[src/rtl/isa_cyc_pkg.sv]
package isa_cyc_pkg;
  typedef enum logic {ST_IDLE, ST_CMD} cyc_state_e;

  typedef struct packed {
    logic mem;
    logic wide;
    logic write;
  } cyc_kind_t;
endpackage

[src/rtl/isa_bclk_div.sv]
module isa_bclk_div #(
  parameter int DIV_LOG2 = 2
) (
  input  logic clk,
  input  logic rst_n,
  output logic bus_clk,
  output logic tick
);
  localparam logic [DIV_LOG2-1:0] TICK_AT = DIV_LOG2'((1 << (DIV_LOG2 - 1)) - 1);

  logic [DIV_LOG2-1:0] cnt_q, cnt_d;

  always_comb cnt_d = cnt_q + 1'b1;

  always_ff @(posedge clk or negedge rst_n) begin
    if (!rst_n) cnt_q <= '0;
    else        cnt_q <= cnt_d;
  end

  // bus_clk rises on the edge that follows a tick cycle
  assign bus_clk = cnt_q[DIV_LOG2-1];
  assign tick    = (cnt_q == TICK_AT);
endmodule

[src/rtl/isa_len_sel.sv]
module isa_len_sel
  import isa_cyc_pkg::*;
#(
  parameter int CW        = 5,
  parameter int LEN_M16   = 3,
  parameter int LEN_X8    = 6,
  parameter int LEN_IO16  = 3,
  parameter int SHORT_M16 = 2,
  parameter int SHORT_X8  = 3
) (
  input  cyc_kind_t         kind,
  output logic [CW-1:0]     def_len,
  output logic [CW-1:0]     short_len,
  output logic              short_ok
);
  always_comb begin
    if (!kind.wide)     def_len = CW'(LEN_X8);
    else if (kind.mem)  def_len = CW'(LEN_M16);
    else                def_len = CW'(LEN_IO16);
    short_len = (kind.wide) ? CW'(SHORT_M16) : CW'(SHORT_X8);
    short_ok  = kind.mem || !kind.wide;
  end
endmodule

[src/rtl/isa_cmd_fsm.sv]
module isa_cmd_fsm
  import isa_cyc_pkg::*;
#(
  parameter int AW       = 20,
  parameter int DW       = 8,
  parameter int CW       = 5,
  parameter int SW       = 5,
  parameter int TMO_BCLK = 16
) (
  input  logic          clk,
  input  logic          rst_n,
  input  logic          tick,
  input  logic          bus_rst,
  input  logic          req,
  input  cyc_kind_t     kind_in,
  input  logic [AW-1:0] addr_in,
  input  logic [DW-1:0] wdata_in,
  input  logic          zws_n,
  input  logic          chrdy,
  input  logic [DW-1:0] sd_in,
  input  logic [CW-1:0] def_len,
  input  logic [CW-1:0] short_len,
  input  logic          short_ok,
  output logic          active,
  output cyc_kind_t     kind_q,
  output logic [AW-1:0] addr_q,
  output logic [DW-1:0] wdata_q,
  output logic          ack,
  output logic          ack_err,
  output logic [DW-1:0] rdata
);
  localparam logic [SW-1:0] STALL_LAST = SW'(TMO_BCLK - 1);

  cyc_state_e    st_q, st_d;
  logic [CW-1:0] k_q, k_d, k_next;
  logic [SW-1:0] stl_q, stl_d;
  cyc_kind_t     kind_d;
  logic [AW-1:0] addr_d;
  logic [DW-1:0] wdata_d, rdata_d;
  logic          ack_d, err_d, finish;

  always_comb begin
    st_d    = st_q;
    k_d     = k_q;
    stl_d   = stl_q;
    kind_d  = kind_q;
    addr_d  = addr_q;
    wdata_d = wdata_q;
    rdata_d = rdata;
    ack_d   = 1'b0;
    err_d   = 1'b0;
    finish  = 1'b0;
    k_next  = k_q + 1'b1;
    if (bus_rst) begin
      st_d = ST_IDLE;
    end else if (tick) begin
      case (st_q)
        ST_IDLE: if (req) begin
          st_d    = ST_CMD;
          kind_d  = kind_in;
          addr_d  = addr_in;
          wdata_d = wdata_in;
          k_d     = '0;
          stl_d   = '0;
        end
        default: begin
          k_d = k_next;
          if (!chrdy) begin
            // ready low blocks both shortening and normal completion
            if (stl_q == STALL_LAST) begin
              finish = 1'b1;
              err_d  = 1'b1;
            end else begin
              stl_d = stl_q + 1'b1;
            end
          end else if (!zws_n && short_ok && (k_next >= short_len)) begin
            finish = 1'b1;
          end else if (k_next >= def_len) begin
            finish = 1'b1;
          end
          if (finish) begin
            st_d  = ST_IDLE;
            ack_d = 1'b1;
            if (!kind_q.write) rdata_d = sd_in;
          end
        end
      endcase
    end
  end

  always_ff @(posedge clk or negedge rst_n) begin
    if (!rst_n) begin
      st_q    <= ST_IDLE;
      k_q     <= '0;
      stl_q   <= '0;
      kind_q  <= '0;
      addr_q  <= '0;
      wdata_q <= '0;
      rdata   <= '0;
      ack     <= 1'b0;
      ack_err <= 1'b0;
    end else begin
      st_q    <= st_d;
      k_q     <= k_d;
      stl_q   <= stl_d;
      kind_q  <= kind_d;
      addr_q  <= addr_d;
      wdata_q <= wdata_d;
      rdata   <= rdata_d;
      ack     <= ack_d;
      ack_err <= err_d;
    end
  end

  assign active = (st_q == ST_CMD);
endmodule

[src/rtl/isa_cycle_ctl.sv]
module isa_cycle_ctl
  import isa_cyc_pkg::*;
#(
  parameter int AW        = 20,
  parameter int DW        = 8,
  parameter int DIV_LOG2  = 2,
  parameter int LEN_M16   = 3,
  parameter int LEN_X8    = 6,
  parameter int LEN_IO16  = 3,
  parameter int SHORT_M16 = 2,
  parameter int SHORT_X8  = 3,
  parameter int TMO_BCLK  = 16
) (
  input  logic          clk,
  input  logic          rst_n,
  input  logic          bus_rst,
  input  logic          req,
  input  logic          req_mem,
  input  logic          req_wide,
  input  logic          req_write,
  input  logic [AW-1:0] req_addr,
  input  logic [DW-1:0] req_wdata,
  output logic          ack,
  output logic          ack_err,
  output logic [DW-1:0] ack_rdata,
  output logic          bus_clk,
  output logic [AW-1:0] bus_addr,
  output logic          memr_n,
  output logic          memw_n,
  output logic          ior_n,
  output logic          iow_n,
  input  logic          zws_n,
  input  logic          chrdy,
  input  logic [DW-1:0] sd_in,
  output logic [DW-1:0] sd_out,
  output logic          sd_oe
);
  localparam int MAXK = LEN_M16 + LEN_X8 + LEN_IO16 + TMO_BCLK;
  localparam int CW   = $clog2(MAXK + 1);
  localparam int SW   = $clog2(TMO_BCLK + 1);

  logic          tick, active, short_ok;
  logic [CW-1:0] def_len, short_len;
  cyc_kind_t     kind_in, kind_q;
  logic [DW-1:0] wdata_q;

  assign kind_in = '{mem: req_mem, wide: req_wide, write: req_write};

  isa_bclk_div #(.DIV_LOG2(DIV_LOG2)) i_div (
    .clk(clk), .rst_n(rst_n), .bus_clk(bus_clk), .tick(tick)
  );

  isa_len_sel #(
    .CW(CW), .LEN_M16(LEN_M16), .LEN_X8(LEN_X8), .LEN_IO16(LEN_IO16),
    .SHORT_M16(SHORT_M16), .SHORT_X8(SHORT_X8)
  ) i_len (
    .kind(kind_q), .def_len(def_len), .short_len(short_len), .short_ok(short_ok)
  );

  isa_cmd_fsm #(
    .AW(AW), .DW(DW), .CW(CW), .SW(SW), .TMO_BCLK(TMO_BCLK)
  ) i_fsm (
    .clk(clk), .rst_n(rst_n), .tick(tick), .bus_rst(bus_rst), .req(req),
    .kind_in(kind_in), .addr_in(req_addr), .wdata_in(req_wdata),
    .zws_n(zws_n), .chrdy(chrdy), .sd_in(sd_in),
    .def_len(def_len), .short_len(short_len), .short_ok(short_ok),
    .active(active), .kind_q(kind_q), .addr_q(bus_addr), .wdata_q(wdata_q),
    .ack(ack), .ack_err(ack_err), .rdata(ack_rdata)
  );

  always_comb begin
    memr_n = !(active &&  kind_q.mem && !kind_q.write);
    memw_n = !(active &&  kind_q.mem &&  kind_q.write);
    ior_n  = !(active && !kind_q.mem && !kind_q.write);
    iow_n  = !(active && !kind_q.mem &&  kind_q.write);
  end

  assign sd_out = wdata_q;
  assign sd_oe  = active && kind_q.write && !bus_rst;
endmodule

[config.mk]
export PLATFORM = sky130hd
export DESIGN_NAME = isa_cycle_ctl
export DESIGN_NICKNAME = d
export VERILOG_FILES = /design/src/rtl/isa_cyc_pkg.sv /design/src/rtl/isa_bclk_div.sv /design/src/rtl/isa_len_sel.sv /design/src/rtl/isa_cmd_fsm.sv /design/src/rtl/isa_cycle_ctl.sv
export SDC_FILE = /design/constraint.sdc
export NUM_CORES = 1
export LEC_CHECK = 0
export BUFFER_PORTS_ARGS = -buffer_cell sky130_fd_sc_hd__buf_2
export CAP_MARGIN = 20
export CORE_MARGIN = 5
export CORE_UTILIZATION = 30
export CTS_CLUSTER_SIZE = 24
export DETAILED_ROUTE_END_ITERATION = 16
export GPL_ROUTABILITY_DRIVEN = 0
export PLACE_DENSITY = 0.58
export SLEW_MARGIN = 15
export SYNTH_ARGS = -nofsm -noshare
export SYNTH_HDL_FRONTEND = slang
export SYNTH_SLANG_ARGS = --single-unit
[constraint.sdc]
create_clock -name clk -period 2.3 [get_ports clk]
set_input_delay 0.345 -clock clk [delete_from_list [all_inputs] [get_ports clk]]
set_output_delay 0.345 -clock clk [all_outputs]
set_load 0.03 [all_outputs]
* Word-level counts from Yosys, hierarchy flattened
Cells that the tools add are included.
** Cells by class
- $add $sub $neg :: 3
- Magnitude comparators :: 2
- Equal/unequal tests :: 4
- Multiplexer cells :: 27
- Bitwise gates (word level) :: 3
- Reductions and logical operators :: 26
** Operator list (number)
- 5-bit 2-to-1 mux :: 5
- 1-bit 2-to-1 mux :: 21
- 5-bit by 1-bit adder with 5-bit output, second input constant :: 2
- 1-bit logical AND :: 10
- 5-bit AND reduction :: 2
- 1-bit zero test :: 9
- 5-bit by 4-bit == test with 1-bit output, second input constant :: 1
- 5-bit by 2-bit >= comparator with 1-bit output :: 1
- 5-bit by 3-bit >= comparator with 1-bit output :: 1
- 2-bit != test, second input constant :: 2
- 4-bit AND reduction :: 1
- 2-bit nonzero test :: 2
- 3-bit 2-to-1 mux :: 1
- 1-bit NOT :: 3
- 3-bit AND reduction :: 1
- 2-bit by 1-bit adder with 2-bit output, second input constant :: 1
- 2-bit by 1-bit == test with 1-bit output, second input constant :: 1
- 1-bit logical OR :: 1
** Word-level totals
- Flip-flop bits (word level) :: 54
- Input bits :: 45
- Output and inout port bits :: 44
- Word-level logic and storage cells :: 77

* Depth between registers and ports, before layout
Gate-level depths: netlist of run 1.
- Depth after elaboration :: 13
- Gate-level depth with buffers :: 8
- Gate-level depth less buffers :: 8

* Cells and area by module
Synthesis of run 1 repeated with hierarchy kept, for this count alone.
** Second synthesis, totals
- Cells, all modules :: 198
- Area, all modules :: 2538.7 um2
** Modules (own cells, without submodules)
- isa_cmd_fsm :: instances 1, cells an instance 174, area each 2341.0 um2
- isa_len_sel :: instances 1, cells an instance 13, area each 85.1 um2
- isa_bclk_div :: instances 1, cells an instance 6, area each 73.8 um2
- isa_cycle_ctl :: instances 1, cells an instance 5, area each 38.8 um2

* Worst setup path after synthesis of run 1
No wires, ideal clock.
- Path kind :: reg-to-reg
- Start :: register, netlist name i_fsm.kind_q[1]
- End :: register i_fsm.rdata[0]
- Library setup time :: 125 ps
- Arrival :: 1874 ps
- Data required time :: 2175 ps
- Path slack :: 301 ps
- Cell stages (with the launch flop) :: 8
- Buffers on the path :: 0
- Period minus slack after synthesis :: 1999 ps
- Cells stage by stage :: dfrtp_1 -> inv_1 -> ha_1 -> or3b_1 -> o2111ai_1 -> nand4_2 -> o211ai_4 -> mux2_4
** Between the ends
- Cells in the longest elaborated chain, start to end :: 10
- Elaborated cells on any way between the ends :: 15
** Ends and longest elaborated chain
- parallel branches: the longest is 4 deep, another holds 5-bit by 3-bit >= comparator with 1-bit output
- 1-bit 2-to-1 mux (*) :: RTL line isa_cmd_fsm.sv:76 : end else if (!zws_n && short_ok && (k_next >= short_len)) begin
- 1-bit 2-to-1 mux (*) :: RTL line isa_cmd_fsm.sv:68 : if (!chrdy) begin
- 1-bit 2-to-1 mux (*) :: RTL line isa_cmd_fsm.sv:57 : case (st_q)
- 1-bit 2-to-1 mux (*) :: RTL line isa_cmd_fsm.sv:56 : end else if (tick) begin
- 1-bit 2-to-1 mux (*) :: RTL line isa_cmd_fsm.sv:54 : if (bus_rst) begin
- 5-bit AND reduction (no source line) (*)
- end signal, assigned :: RTL line isa_cmd_fsm.sv:109 : rdata <= rdata_d;
- end, declared :: RTL line isa_cmd_fsm.sv:30 : output logic [DW-1:0] rdata
Every way passes the cells marked *. The select of a mux whose other input is x is not followed.
A chain may end at the register's enable or synchronous reset.

* Worst setup path after layout of run 1
- Start :: register, netlist name i_fsm.kind_q[1]
- End :: register i_fsm.rdata[7]
** Between the ends
- Cells in the longest elaborated chain, start to end :: 10
- Elaborated cells on any way between the ends :: 15
** Ends and longest elaborated chain (RTL line)
- parallel branches: the longest is 4 deep, another holds 5-bit by 3-bit >= comparator with 1-bit output
- 1-bit 2-to-1 mux (*) :: isa_cmd_fsm.sv:76
- 1-bit 2-to-1 mux (*) :: isa_cmd_fsm.sv:68
- 1-bit 2-to-1 mux (*) :: isa_cmd_fsm.sv:57
- 1-bit 2-to-1 mux (*) :: isa_cmd_fsm.sv:56
- 1-bit 2-to-1 mux (*) :: isa_cmd_fsm.sv:54
- 5-bit AND reduction (no source line) (*)
Marked as above.

==> flow_metrics.py, run 1 <==
metrics = {
    "sta": {
        "rsz0062_at_grt": "no",
        "worstMarginPinSlew_ns": 0.580,
        "hold_slack_ns": 0.0119,
        "hold_viol_final": 0,
        "finalSetupTns_ns": 0,
        "fin_crit_sh": 0.938,
        "max-slew-margin-rel": 0.610,
        "setup_viol": 0,
        "fmax_ghz": 0.464,
        "skew_ns": 0.00372,
        "finalMaxSlewViolations": 0,
        "period_minus_slack_ns": 2.16,
    },
    "clock_network": {
        "cts_max_path_buffers": 2,
        "clkSlewWorstSetupHoldPaths_ns": 0.09,
        "cts_num_sinks": 54,
        "cts_htree_levels": 2,
        "hold_buffers": 0,
        "cts_tree": "done",
        "worstSkewPairLatency_ns": 0.30,
        "cts_buffers": 5,
        "cts_root_buf": "clkbuf_8",
    },
    "setup_path": {
        "path_buf_inv": 1,
        "ff2ff_path_depth": 7,
        "r2r_slack_ns": 0.14,
        "crit_path_max_fanout": 8,
        "crit_type": "reg -> reg",
        "cp.required_ns": 2.49,
        "crit_slowest_cell": "dfrtp_1",
        "timing.rr.start": "i_fsm.kind_q[1]",
        "critPathLaunchType": "flip-flop",
        "reg2reg_to": "i_fsm.rdata[7]",
        "crit_path_end_kind": "flip-flop",
        "cp-startpoint": "i_fsm.kind_q[1]",
        "worst-endpoint-arrival_ns": 2.35,
        "crit_family": "simple AND/OR/NAND/NOR gates",
        "crit_path_cell_trace": "inv_1 -> ha_1 -> or3b_1 -> o2111ai_1 -> nand4_2 -> o211ai_4 -> mux2_4",
        "slowest_delay_ns": 0.40,
    },
    "pwr": {
        "power.density_nw_per_um2": 678,
        "peakVddDrop_mv": 0.274,
        "p_leak_uw": 0.00150,
    },
    "worst_hold_path": {
        "min_path_type": "in -> async",
    },
    "cells_and_area": {
        "area_growth_pct": 29.4,
        "fin_nets": 320,
        "n_antenna_cell": 0,
        "seq_area_um2": 1350,
        "drive_gt1_frac": 0.515,
        "fillCellCount": 765,
        "multi_input_area_um2": 972,
        "final_util": 0.397,
    },
    "status": {
        "outcome": "finished clean",
    },
    "synth": {
        "synthDistinctLibCells": 39,
        "ys.flop_type": "dfrtp_1",
        "syn_nets": 226,
        "ys_seq_elements": 54,
        "syn_inst": 175,
        "yosysSeqAreaShare": 0.573,
        "syn_area_um2": 2360,
        "syn_area_per_cell_um2": 13.5,
        "async_reset_ff_frac": 1.00,
        "synth_enable_flop_cells": 0,
        "ys_warn_count": 0,
    },
    "floorplanning": {
        "die_area_um2": 9740,
        "chipHeight_um": 98.7,
        "die_x_um": 98.7,
        "initial_core_util": 0.307,
        "num_rows": 32,
        "ioPinCount": 89,
        "core_um2": 7690,
    },
    "detailed_routing": {
        "dr.pass1.iters": 4,
        "finalWirelength_um": 4830,
        "drtIter0Drc": 34,
        "wl_per_cell_um": 13.0,
        "vias": 1668,
        "via_per_inst": 4.48,
        "drc": 0,
        "ant_nets": 0,
    },
    "flow_run": {
        "cap_violations": 0,
    },
    "global_routing": {
        "grt_pass1_wl_um": 8290,
        "grtUsageTotal": 0.103,
        "grt_max_degree": 33,
        "antenna_found_initial": 0,
        "grt_pass1_vias": 1780,
        "overflow": 0,
    },
    "placement": {
        "io_buffer_count": 88,
        "hpwl_um": 3660,
    },
}
==> power by group <==
group / leakage, uW / switching (uW) / internal, uW
Combinational: 0.000771 / 278 / 169
Clock: 0.0000482 / 292 / 244
Sequential: 0.000681 / 49.3 / 1040
Total: 0.00150 / 619 / 1450
==> registers in the layout (all words and copies together), names as in the netlist <==
name,flops
i_fsm.k_q,5
i_fsm.active,1
i_fsm.ack,1
i_fsm.kind_q,3
i_fsm.rdata,8
i_div.cnt_q,2
i_fsm.wdata_q,8
i_fsm.stl_q,5
i_fsm.ack_err,1
i_fsm.addr_q,20
==> synth_stat cells (2+ instances only) <==
master	n	area (um2)
xor2_1	4	35.0
dfrtp_1	54	1350
nand2b_1	5	31.3
a21oi_1	2	10.0
mux2_2	27	304
mux2_4	8	120
inv_1	6	22.5
ha_1	6	75.1
buf_2	3	15.0
and3_1	2	12.5
o21ai_0	10	50.1
or3b_1	2	17.5
xnor2_1	2	17.5
nor2_1	4	15.0
mux2_1	3	33.8
nand3_1	2	10.0
nand2_1	13	48.8
==> layout by cell type (no fill, tap or decap), types with 5 or more instances in the layout <==
| master | synthesis | routed |
|---|---|---|
| dfrtp_1 | 54 | 54 |
| nand2_1 | 13 | 13 |
| buf_2 | 3 | 88 |
| nand2b_1 | 5 | 5 |
| mux2_4 | 8 | 8 |
| o21ai_0 | 10 | 10 |
| clkbuf_8 | 0 | 6 |
| mux2_2 | 27 | 27 |
| inv_1 | 6 | 6 |
| ha_1 | 6 | 6 |
==> routing by layer <==
layer,vias up,GRT usage,part of all wire,wire (um)
met5,-,0,0,0
met4,0,0.0284,0.011,53
met3,6,0.0361,0.078,379
met2,55,0.165,0.47,2270
met1,799,0.132,0.44,2140
li1,808,-,-,-
==> worst max-delay path by stage <==
stage / end / slack (ns) / depth (start not counted)
finish: i_fsm.rdata[7] / 0.14 / 7
global route: i_fsm.rdata[2] / 0.003 / 7
CTS: i_fsm.rdata[2] / 0.10 / 7
detailed placement: i_fsm.rdata[3] / 0.13 / 7
global placement: i_fsm.rdata[4] / 0.21 / 7
floorplan: i_fsm.rdata[0] / 0.30 / 7
==> through the flow <==
stage	power (uW)	instance area, um2	setup WS, ns	instances
finish	2070	3050	0.143	372
floorplan	1380	2360	0.301	175
detailed placement	1560	2960	0.127	364
CTS	2120	3050	0.103	372
global route	2180	3050	0.00325	372
global placement	1550	2960	0.211	364
==> layout make-up <==
type,count,area share
inverters,6,0.00738
clock inverters,1,0.00164
flip-flops and latches,54,0.443
multi-input cells,111,0.318
well taps,102,0.0418
repair buffers,91,0.160
clock buffers,7,0.0283
==> cells by family (layout without fill, tap and decap cells) <==
kind of cell             after synthesis  in the layout  synth area share
flip-flops                            54             54             0.573
AND/OR/NAND/NOR                       40             40            0.0970
multiplexers                          38             38             0.194
AO/OA/AOI/OAI                         21             21            0.0647
buffers and inverters                 10            105            0.0175
adder cells (fa/ha/maj)                6              6            0.0318
XOR/XNOR                               6              6            0.0223
==> what timing repair did <==
| item | in CTS | in global routing |
|---|---|---|
| resized for setup | 0 | 0 |
| endpoints found under the setup margin | 0 | 8 |
| buffers inserted | 0 | 0 |
Note: power is estimated with default switching activity, not from simulation.
==> run 2, diff against run 1 <==
--- a/config.mk
+++ b/config.mk
@@ -16,4 +16,5 @@
 export SLEW_MARGIN = 15
 export SYNTH_ARGS = -nofsm -noshare
 export SYNTH_HDL_FRONTEND = slang
+export SYNTH_HIERARCHICAL = 1
 export SYNTH_SLANG_ARGS = --single-unit
==> flow_metrics.py, run 2 <==
metrics = {
    "status": {
        "outcome": "finished with violations",
        "failed_checks": "negative setup slack",
    },
    "pwr": {
        "peakVddDrop_mv": 0.388,
        "p_total_uw": 2100,
        "power.density_nw_per_um2": 626,
        "p_leak_uw": 0.00168,
    },
    "sta": {
        "rsz0062_at_grt": "yes",
        "fmax_ghz": 0.405,
        "fin_crit_sh": 1.07,
        "setup_viol": 8,
        "hold_viol_final": 0,
        "hold_slack_ns": 0.0580,
        "skew_ns": 0.00408,
        "finalMaxSlewViolations": 0,
        "max-slew-margin-rel": 0.542,
        "layout_setup_ws_ns": -0.170,
        "period_minus_slack_ns": 2.47,
        "worstMarginPinSlew_ns": 0.679,
    },
    "cells_and_area": {
        "final_cell_mix": "buf_2 (88), dfrtp_1 (54), mux2_2 (31)",
        "fin_nets": 356,
        "final_common_cell": "buf_2",
        "drive_gt1_frac": 0.537,
        "largest_register_ffs": 20,
        "top_register": "i_fsm/addr_q",
        "area_growth_pct": 32.0,
        "top_regs": "i_fsm/addr_q x20, i_fsm/rdata x8, i_fsm/wdata_q x8",
        "final_util": 0.408,
        "n_antenna_cell": 0,
        "fillCellCount": 797,
        "layout.cells.non_filler": 401,
    },
    "synth": {
        "synth_top_area_cell": "dfrtp_1",
        "synth_enable_flop_cells": 0,
        "synthXorXnorAreaFrac": 0.0172,
        "syn_inst": 198,
        "yosysSeqAreaShare": 0.532,
        "synth_top_family_by_area": "multiplexers",
        "ys_seq_elements": 54,
        "netlist.area_leader.share": 0.532,
        "syn_area_per_cell_um2": 12.8,
        "async_reset_ff_frac": 1.00,
        "syn_area_um2": 2540,
        "synthMuxAreaShare": 0.177,
        "synth_common_cells": "dfrtp_1 (54), mux2_2 (39), inv_1 (15)",
        "synthDistinctLibCells": 33,
        "synth_area_leaders": "dfrtp_1 (53%), mux2_2 (17%), ha_1 (6.9%)",
        "yosys.area_share.simple": 0.0724,
        "ys.flop_type": "dfrtp_1",
        "ys_warn_count": 6,
        "synthAdderAreaFrac": 0.0690,
        "yosysMostFrequentCell": "dfrtp_1",
        "synth_compound_area_frac": 0.0715,
    },
    "placement": {
        "dp_slack_ns": -0.255,
        "hpwl_um": 4150,
        "place_inst": 392,
        "io_buffer_count": 88,
    },
    "setup_path": {
        "crit_top_cell": "a2111oi_4",
        "critPathLaunchType": "flip-flop",
        "worst-endpoint-arrival_ns": 2.66,
        "slowest_delay_ns": 0.40,
        "crit_slowest_cell": "dfrtp_1",
        "crit_type": "reg -> reg",
        "crit_path_cell_trace": "ha_4 -> nand3_4 -> xnor2_2 -> ha_1 -> a21oi_2 -> nor3b_2 -> a2111oi_4 -> a2111oi_4 -> buf_6 -> mux2_4",
        "cp.required_ns": 2.49,
        "crit_path_end_kind": "flip-flop",
        "crit_path_max_fanout": 8,
    },
    "global_routing": {
        "grt_max_degree": 33,
        "antenna_found_initial": 0,
        "grtUsageTotal": 0.112,
        "grt_use_met2": 0.176,
        "grt_pass1_wl_um": 9400,
        "grt.busiest_layer": "met2",
        "use_met1": 0.143,
        "grt_pass1_vias": 1971,
        "gr-usage-met3": 0.0464,
        "overflow": 0,
    },
    "floorplanning": {
        "initial_core_util": 0.309,
        "chipHeight_um": 102,
        "num_rows": 33,
        "core_um2": 8220,
        "die_area_um2": 10400,
        "ioPinCount": 89,
        "die_x_um": 102,
    },
    "clock_network": {
        "cts_htree_levels": 2,
        "cts_buffers": 5,
        "clkSlewWorstSetupHoldPaths_ns": 0.09,
        "cts_max_path_buffers": 2,
        "cts_root_buf": "clkbuf_8",
        "cts_num_sinks": 54,
        "hold_buffers": 0,
        "cts_tree": "done",
        "worstSkewPairLatency_ns": 0.30,
    },
    "detailed_routing": {
        "ant_nets": 0,
        "via_per_inst": 4.49,
        "drc": 0,
        "dr.pass1.iters": 4,
        "finalWirelength_um": 5480,
        "wl_per_cell_um": 13.7,
        "drtIter0Drc": 60,
        "vias": 1800,
    },
    "flow_run": {
        "cap_violations": 0,
    },
    "worst_hold_path": {
        "min_path_type": "in -> async",
    },
}
==> run 2: stage by stage <==
| stage | cell area, um2 | setup TNS [ns] |
|---|---|---|
| finish | 3350 | -1.33 |
| global route | 3350 | -2.34 |
| detailed placement | 3150 | -2.01 |
| floorplan | 2560 | -2.39 |
| CTS | 3340 | -1.18 |
| global placement | 3150 | -1.53 |
==> run 2: metal layers <==
metal	up-vias	part of all wire
li1	870	-
met4	0	0.012
met3	5	0.090
met5	-	0
met1	864	0.44
met2	61	0.45
==> run 2: what timing repair did <==
item | in CTS | in global routing
endpoints found under the setup margin | 8 | 8
setup buffers | 3 | 0
pin swaps | 9 | 0
resized for setup | 19 | 1
==> run 2: final cells by class <==
type | instances | area [um2] | share of cell area
Inverter | 15 | 56.3 | 0.0168
Tap cell | 105 | 131 | 0.0392
Sequential cell | 54 | 1350 | 0.403
Timing Repair Buffer | 101 | 567 | 0.169
Multi-Input combinational cell | 120 | 1160 | 0.347
Clock buffer | 6 | 82.6 | 0.0246
==> run 2: worst max-delay path: cells and delay by family, from the launching register on <==
kind,cells,cell delay [ns]
fa+ha+maj,2,0.49
flops,1,0.40
compound gates,3,0.44
xor+xnor,1,0.15
mux,1,0.31
buf+inv,1,0.21
simple gates,2,0.34
==> run 2: final timing paths <==
path / from / end / cells past startpoint / slack, ns
min in group clk: req_write / i_fsm/kind_q[0] / 2 / 0.27
setup / recovery: i_fsm/k_q[1] / i_fsm/rdata[2] / 10 / -0.17
hold / removal: rst_n / i_fsm/addr_q[1] / 1 / 0.06
max in group asynchronous: rst_n / i_fsm/wdata_q[7] / 2 / 1.67
hold reg to reg: i_div/cnt_q[0] / i_div/cnt_q[0] / 1 / 0.43
setup reg to reg: i_fsm/k_q[1] / i_fsm/rdata[2] / 10 / -0.17
==> run 2: power by group <==
group	switching [uW]	total (uW)	internal, uW
sequential	54.0	1090	1040
clock	280	513	233
combinational	294	490	196
==> run 2: cell families (layout without fill, tap and decap cells) <==
| group | Yosys count | after routing |
|---|---|---|
| flops | 54 | 54 |
| simple gates | 32 | 32 |
| other cells | 2 | 7 |
| buf+inv | 29 | 122 |
| mux | 40 | 40 |
| fa+ha+maj | 14 | 14 |
| xor+xnor | 5 | 5 |
| compound gates | 22 | 22 |
